===== src/rtl/colgen_pkg.sv =====
package colgen_pkg;

    parameter int CW = 9;

    typedef logic [CW-1:0] col_t;

    typedef enum logic [2:0] {
        LEN_ONE   = 3'b000,
        LEN_TWO   = 3'b001,
        LEN_FOUR  = 3'b010,
        LEN_EIGHT = 3'b011,
        LEN_PAGE  = 3'b111
    } len_code_e;

    typedef struct packed {
        logic ok;
        logic page;
        logic xor_ord;
        col_t mask;
    } plan_t;

    function automatic plan_t plan_burst(input logic [2:0] code, input logic intl,
                                         input logic single, input logic wr);
        plan_t p;
        p.ok      = 1'b1;
        p.page    = 1'b0;
        p.xor_ord = intl;
        p.mask    = '0;
        case (code)
            LEN_ONE:   p.mask = col_t'(0);
            LEN_TWO:   p.mask = col_t'(1);
            LEN_FOUR:  p.mask = col_t'(3);
            LEN_EIGHT: p.mask = col_t'(7);
            LEN_PAGE: begin
                p.page = 1'b1;
                p.mask = '1;
                p.ok   = !intl;
            end
            default:   p.ok = 1'b0;
        endcase
        if (single && wr && p.ok) begin
            p.mask = '0;
            p.page = 1'b0;
        end
        return p;
    endfunction

    function automatic col_t form_addr(input col_t base, input col_t beat,
                                       input col_t mask, input logic xo);
        col_t low;
        if (xo) low = (base ^ beat) & mask;
        else    low = (base + beat) & mask;
        return (base & ~mask) | low;
    endfunction

endpackage


===== src/rtl/colgen_plan.sv =====
module colgen_plan
    import colgen_pkg::*;
(
    input  logic [2:0] len_code,
    input  logic       intl,
    input  logic       single_wr,
    input  logic       start,
    input  logic       is_write,
    output plan_t      plan,
    output logic       go
);
    always_comb begin
        plan = plan_burst(len_code, intl, single_wr, is_write);
        go   = start && plan.ok;
    end
endmodule


===== src/rtl/colgen_seq.sv =====
module colgen_seq
    import colgen_pkg::*;
(
    input  logic  clk,
    input  logic  rst,
    input  logic  go,
    input  plan_t plan,
    input  col_t  start_col,
    input  logic  stop,
    input  logic  last,
    output logic  active_q,
    output logic  page_q,
    output logic  xor_q,
    output col_t  mask_q,
    output col_t  base_q,
    output col_t  beat_q
);
    always_ff @(posedge clk) begin
        if (rst) begin
            active_q <= 1'b0;
            page_q   <= 1'b0;
            xor_q    <= 1'b0;
            mask_q   <= '0;
            base_q   <= '0;
            beat_q   <= '0;
        end else if (go) begin
            active_q <= 1'b1;
            page_q   <= plan.page;
            xor_q    <= plan.xor_ord;
            mask_q   <= plan.mask;
            base_q   <= start_col;
            beat_q   <= '0;
        end else if (active_q) begin
            if (page_q && stop)  active_q <= 1'b0;
            else if (last)       active_q <= 1'b0;
            else                 beat_q   <= beat_q + 1'b1;
        end
    end


    start_first_beat_chk: assert property (@(posedge clk) disable iff (rst)
        go |=> (active_q && beat_q == '0));


    page_no_last_chk: assert property (@(posedge clk) disable iff (rst)
        (active_q && page_q) |-> !last);


    page_stop_chk: assert property (@(posedge clk) disable iff (rst)
        (active_q && page_q && stop && !go) |=> !active_q);


    last_ends_chk: assert property (@(posedge clk) disable iff (rst)
        (last && !go) |=> !active_q);
endmodule


===== src/rtl/colgen_addr.sv =====
module colgen_addr
    import colgen_pkg::*;
(
    input  logic active,
    input  logic page,
    input  logic xo,
    input  col_t mask,
    input  col_t base,
    input  col_t beat,
    output col_t addr,
    output logic last
);
    always_comb begin
        addr = form_addr(base, beat, mask, xo);
        last = active && !page && (beat == mask);
    end
endmodule


===== src/rtl/colgen_burst.sv =====
module colgen_burst
    import colgen_pkg::*;
(
    input  logic          clk,
    input  logic          rst,
    input  logic [2:0]    cfg_len_code,
    input  logic          cfg_interleave,
    input  logic          cfg_single_wr,
    input  logic          cmd_start,
    input  logic          cmd_write,
    input  logic [CW-1:0] cmd_col,
    input  logic          cmd_stop,
    output logic          col_valid,
    output logic [CW-1:0] col_addr,
    output logic          col_last
);
    plan_t plan;
    logic  go;
    logic  active_q, page_q, xor_q;
    col_t  mask_q, base_q, beat_q;
    col_t  addr;
    logic  last;

    colgen_plan u_plan (
        .len_code (cfg_len_code),
        .intl     (cfg_interleave),
        .single_wr(cfg_single_wr),
        .start    (cmd_start),
        .is_write (cmd_write),
        .plan     (plan),
        .go       (go)
    );

    colgen_seq u_seq (
        .clk      (clk),
        .rst      (rst),
        .go       (go),
        .plan     (plan),
        .start_col(cmd_col),
        .stop     (cmd_stop),
        .last     (last),
        .active_q (active_q),
        .page_q   (page_q),
        .xor_q    (xor_q),
        .mask_q   (mask_q),
        .base_q   (base_q),
        .beat_q   (beat_q)
    );

    colgen_addr u_addr (
        .active(active_q),
        .page  (page_q),
        .xo    (xor_q),
        .mask  (mask_q),
        .base  (base_q),
        .beat  (beat_q),
        .addr  (addr),
        .last  (last)
    );

    assign col_valid = active_q;
    assign col_addr  = addr;
    assign col_last  = last;


    rst_quiet_chk: assert property (@(posedge clk) rst |=> (!col_valid && !col_last));


    first_col_chk: assert property (@(posedge clk) disable iff (rst)
        go |=> (col_valid && col_addr == $past(cmd_col)));
endmodule


===== config.mk =====
export PLATFORM = sky130hd
export DESIGN_NAME = colgen_burst
export DESIGN_NICKNAME = d
export VERILOG_FILES = /design/src/rtl/colgen_pkg.sv /design/src/rtl/colgen_plan.sv /design/src/rtl/colgen_seq.sv /design/src/rtl/colgen_addr.sv /design/src/rtl/colgen_burst.sv
export SDC_FILE = /design/constraint.sdc
export NUM_CORES = 1
export LEC_CHECK = 0
export BUFFER_PORTS_ARGS = -buffer_cell sky130_fd_sc_hd__buf_2
export CAP_MARGIN = 20
export CORE_AREA = 4 4 87 89
export CTS_BUF_LIST = sky130_fd_sc_hd__clkbuf_8
export CTS_CLUSTER_SIZE = 30
export DETAILED_ROUTE_END_ITERATION = 8
export DIE_AREA = 0 0 91 93
export GPL_TIMING_DRIVEN = 0
export PLACE_DENSITY_LB_ADDON = 0.12
export REMOVE_ABC_BUFFERS = 1
export SKIP_CTS_REPAIR_TIMING = 1
export SYNTH_ARGS = -nofsm -noshare
export SYNTH_HDL_FRONTEND = slang
export SYNTH_SLANG_ARGS = --single-unit

===== constraint.sdc =====
create_clock -name clk -period 2.8 [get_ports clk]
set_input_delay 0.7 -clock clk [delete_from_list [all_inputs] [get_ports clk]]
set_output_delay 0.7 -clock clk [all_outputs]
set_load 0.1 [all_outputs]

-- Word level (Yosys, flattened, before mapping)
Index checks and enable logic that the tools add are counted.
- output and inout bits: 11
- latch bits: 0
- word-level logic and storage cells: 43
- bits in registers: 30
- memories kept: 0
- RAM bits: 0
- bits in read-only memories: 0
- $mul: 0
- mux-type cells: 10
- bitwise operators: 8
- reductions and logical operators: 12
- magnitude comparators: 0
- shifts and indexed selects: 0
- equal/unequal tests: 5
- div/mod/pow operators: 0
- add/sub/neg operators: 2
- operators by type and width (cell ; count):
    one-hot mux 9 bit (4 select lines) ; 1
    bitwise AND 9 bit ; 3
    2-to-1 mux 9 bit ; 2
    adder 9 x 1 -> 9 bit (second input constant) ; 1
    adder 9 bit ; 1
    == test 9 bit ; 1
    NOT 9 bit ; 1
    bitwise OR 9 bit ; 1
    XOR 9 bit ; 1
    == test 3 x 2 -> 1 bit (second input constant) ; 2
    logical AND 1 bit ; 6
    2-to-1 mux 1 bit ; 6
    OR reduction 4 bit ; 1
    == test 3 x 1 -> 1 bit (second input constant) ; 1
    == test 3 bit (second input constant) ; 1
    zero test 3 bit ; 1
    AND reduction 3 bit ; 1
    zero test 1 bit ; 2
    NOT 1 bit ; 2
    one-hot mux 1 bit (2 select lines) ; 1
    OR reduction 2 bit ; 1

-- Logic depth before layout (Yosys ltp)
- depth after elaboration: 7
- mapped depth: 8
- depth with buffers taken out: 8

-- By module
From an unflattened synthesis, not the netlist that was laid out.
- cells, all modules: 220
- area, all modules: 1903.1 µm²
- by module, submodules not included (module ; cells each ; sequential area each (µm²) ; area an instance (µm²) ; times used):
    colgen_seq ; 116 ; 600.6 ; 1172.4 ; 1
    colgen_addr ; 83 ; 0.0 ; 606.8 ; 1
    colgen_plan ; 21 ; 0.0 ; 123.9 ; 1

-- Worst setup path before layout
Ideal clock, no wire load.
- path kind: reg2out
- start: register u_seq.beat_q[0]
- end: output port col_addr[8]
- arrival time: 3.188 ns
- required time: 2.100 ns
- setup slack: -1.088 ns
- stages on the path, launching flop included: 9
- cell sequence: dfxtp_1 ha_1 inv_1 fa_1 nor2b_1 o31ai_1 a2111o_1 nand3_1 xor2_1
- word-level cells in the longest chain between the ends: 4
- RTL lines (element ; line ; source):
    start: declaration ; colgen_seq.sv:16 ; output col_t beat_q
    start signal: assignment ; colgen_seq.sv:36 ; else beat_q <= beat_q + 1'b1;
    adder 9 bit ; colgen_pkg.sv:52 ; else low = (base + beat) & mask;
    bitwise AND 9 bit ; colgen_pkg.sv:52 ;
    2-to-1 mux 9 bit ; colgen_pkg.sv:51 ; if (xo) low = (base ^ beat) & mask;
    bitwise OR 9 bit ; colgen_pkg.sv:53 ; return (base & ~mask) | low;
    end: declaration ; colgen_burst.sv:14 ; output logic [CW-1:0] col_addr,
Every way passes these cells.

-- Worst setup path after layout
Same ends and word-level chain as after synthesis.

==> impl_summary.txt <==
----------------------------------------------------
[Setup path]
  CP endpoint kind ... primary output
  CP Cell Sequence ... ha_4, inv_2, fa_2, nor2b_4, o31ai_4, a2111o_1, nand3_2, xor2_1, buf_6
  Number of buffers and inverters on the critical path ... 2
  Type of the worst setup path ... flip-flop to primary output
  Family with the most delay on the worst path ... adder cells
  Worst R2R Setup Slack ... 0.96 ns
  Slowest CP cell ... sky130_fd_sc_hd__dfxtp_4
  Required time at the endpoint of the critical path ... 2.10 ns
  CP Data Arrival Time ... 2.36 ns
  Maximum single-stage delay on the critical path ... 0.39 ns
  Worst Setup Start Kind ... flip-flop
  Peak fanout along the critical path ... 5

[Hold path]
  Hold/Removal Path Class ... flip-flop to flip-flop

[CTS]
  CTS tree ... yes
  Sinks on Clock Net ... 25
  Clock root buffer master ... sky130_fd_sc_hd__clkbuf_8
  Number of buffers added by the clock tree synthesis step ... 3
  Clock Latency Late Sink ... 0.27 ns
  Largest buffer count on any clock path ... 2
  Level count of the clock H-tree ... 1
  CTS clock-pin slew for the worst setup and hold paths ... 0.09 ns

[Run]
  Max-capacitance violation count ... 0

[Final layout]
  # fillers ... 743
  Most frequent cells in the layout ... sky130_fd_sc_hd__nor2_1, sky130_fd_sc_hd__buf_2, sky130_fd_sc_hd__a21oi_1, sky130_fd_sc_hd__dfxtp_1, sky130_fd_sc_hd__nand2_1
  Ant diodes ... 0
  Synthesis-to-finish area growth ... 28.7%
  Non-filler cells, final ... 309
  Post-layout nets ... 259
  Most common cell after layout, fill and taps aside ... sky130_fd_sc_hd__nor2_1
  Fraction of final layout cells with drive strength greater than 1 ... 0.310
  Post-route design area ... 2140 µm²

[Logic synthesis]
  Post-Syn Area per Cell ... 8.28 µm²
  Number of instances in the synthesized netlist ... 201
  Fraction of the yosys area taken by sequential cells ... 0.301
  Dominant register cell in the synthesized netlist ... sky130_fd_sc_hd__dfxtp_1
  Yosys warning total ... 0
  Cell area after synthesis ... 1660 µm²
  Ys async rst share ... 0
  Library cells used by synthesis ... 47
  Number of synthesized register bits ... 25
  EDFF count, synth ... 0

[Pwr]
  Maximum ir drop on the vdd rail ... 0.220 mV
  Power per standard cell area ... 381 nW/µm²
  Leakage power ... 0.840 nW

[Floorplanning]
  Starting density of the core ... 0.246
  Die extent in x ... 91 µm
  Ports ... 30
  Number of cell rows ... 30
  Vertical extent of the die ... 93 µm
  Die Footprint ... 8460 µm²
  Area inside the core boundary ... 6760 µm²

[Drt]
  Drc violations ... 0
  Iteration count of the initial detailed-routing pass ... 4
  Antenna viol nets, final ... 0
  Routed wire length ... 4250 µm
  Vias ... 1506
  Detail-routed via count per cell ... 4.87
  Average routed wire per standard cell ... 13.7 µm
  DR iter-0 viols ... 62

[Placed design]
  PortBufs ... 29
  Final RePlAce weighted congestion ... 0.747
  Post-placement cell count ... 300
  Post-DP HPWL ... 3080 µm
  Post-Place Cell Area ... 1850 µm²

[Run status]
  Violated checks ... setup timing
  Result of the run ... finished with violations

[Timing]
  Count of final setup violators ... 3
  Setup repair after global routing missed its margin ... true
  Min cycle time layout ... 3.06 ns
  Final setup skew ... 0.00151 ns
  Fin worst setup slack ... -0.258 ns
  Transition at the pin with the smallest max-transition slack ... 0.662 ns
  Maximum operating frequency ... 0.327 GHz
  Worst slew slack as a fraction of its limit ... 0.556
  Part of the cycle the worst path needs ... 1.09
  Hold Fails Final Rpt ... 0
  Count of final max-slew check failures ... 0

[Global route]
  Maximum number of pins on one net before global-route repair ... 19
  GRT Util Overall ... 0.102
  First-pass GRT wire length ... 7000 µm
  Number of global-route vias before repair ... 1389
  Antenna violations before repair ... 0
  Grt ovf ... 0

----------------------------------------------------
## layout make-up
cell class	count	area [µm²]	area share
timing repair buffer	35	251	0.117
clock buffer	3	41.3	0.0193
inverter	7	28.8	0.0134
multi-input combinational	158	1190	0.555
sequential	25	527	0.246
tap	80	100	0.0467
clock inverter	1	3.75	0.00175
## state kept, by name, summed over array words and instances, names as in the netlist
name            count
u_seq.mask_q        4
u_seq.beat_q        9
u_seq.page_q        1
u_seq.xor_q         1
u_seq.base_q        9
u_seq.active_q      1
## tightest hold or removal path, stage by stage, from the launching register on
cell	delay, ns
sky130_fd_sc_hd__dfxtp_1	0.33
sky130_fd_sc_hd__nand2_1	0.05
sky130_fd_sc_hd__nand2_1	0.05
## through the flow
stage	power, mW	TNS [ns]	hold slack [ns]	setup WS [ns]	utilization
6_report	0.815	-0.386	0.466	-0.258	0.317
5_1_grt	0.874	-0.813	0.508	-0.380	0.317
4_1_cts	0.818	-3.55	0.467	-0.841	0.280
3_5_place_dp	0.589	-1.05	0.452	-0.499	0.274
3_3_place_gp	0.588	-11.59	0.449	-0.816	0.271
2_1_floorplan	0.538	-5.40	0.430	-1.09	-
## worst paths after layout
check,start,end,cells after the start
worst max-delay path,u_seq.beat_q[0],col_addr[8],9
worst min-delay path,u_seq.page_q,u_seq.page_q,2
worst max register to register,u_seq.beat_q[6],u_seq.beat_q[6],6
worst min register to register,u_seq.page_q,u_seq.page_q,2
## cell families after synthesis
logic type               after synthesis  synth area share
multiplexers                          13            0.0789
adder cells (fa/ha/maj)               10            0.0797
buffers and inverters                 18            0.0632
XOR/XNOR                               9            0.0474
AND/OR/NAND/NOR                       81             0.259
AO/OA/AOI/OAI                         45             0.171
flip-flops                            25             0.301
## synth_stat cells, types with 4 or more instances
| cell | count | area (µm²) |
|---|---|---|
| sky130_fd_sc_hd__mux2i_1 | 12 | 120 |
| sky130_fd_sc_hd__o21ai_0 | 4 | 20.0 |
| sky130_fd_sc_hd__inv_1 | 6 | 22.5 |
| sky130_fd_sc_hd__a21oi_1 | 19 | 95.1 |
| sky130_fd_sc_hd__o31ai_1 | 4 | 30.0 |
| sky130_fd_sc_hd__nand2_1 | 14 | 52.6 |
| sky130_fd_sc_hd__dfxtp_1 | 25 | 500 |
| sky130_fd_sc_hd__or3_1 | 6 | 37.5 |
| sky130_fd_sc_hd__ha_1 | 9 | 113 |
| sky130_fd_sc_hd__xnor2_1 | 6 | 52.6 |
| sky130_fd_sc_hd__nand4_1 | 5 | 31.3 |
| sky130_fd_sc_hd__or4_1 | 4 | 30.0 |
| sky130_fd_sc_hd__nand3_1 | 8 | 40.0 |
| sky130_fd_sc_hd__clkbuf_1 | 4 | 15.0 |
| sky130_fd_sc_hd__nor2_1 | 26 | 97.6 |
## per-layer routing
metal	routed length, µm	vias up	track usage
met2	1930	25	0.157
met1	2120	700	0.144
met4	24	0	0.0226
li1	-	779	-
met3	170	2	0.0274
met5	0	-	0
## report_power, final
part,switching (mW),total [mW],internal [mW]
sequential,0.0167,0.380,0.363
clock,0.118,0.216,0.0982
combinational,0.148,0.219,0.0715
(Power assumes the default switching activity.)
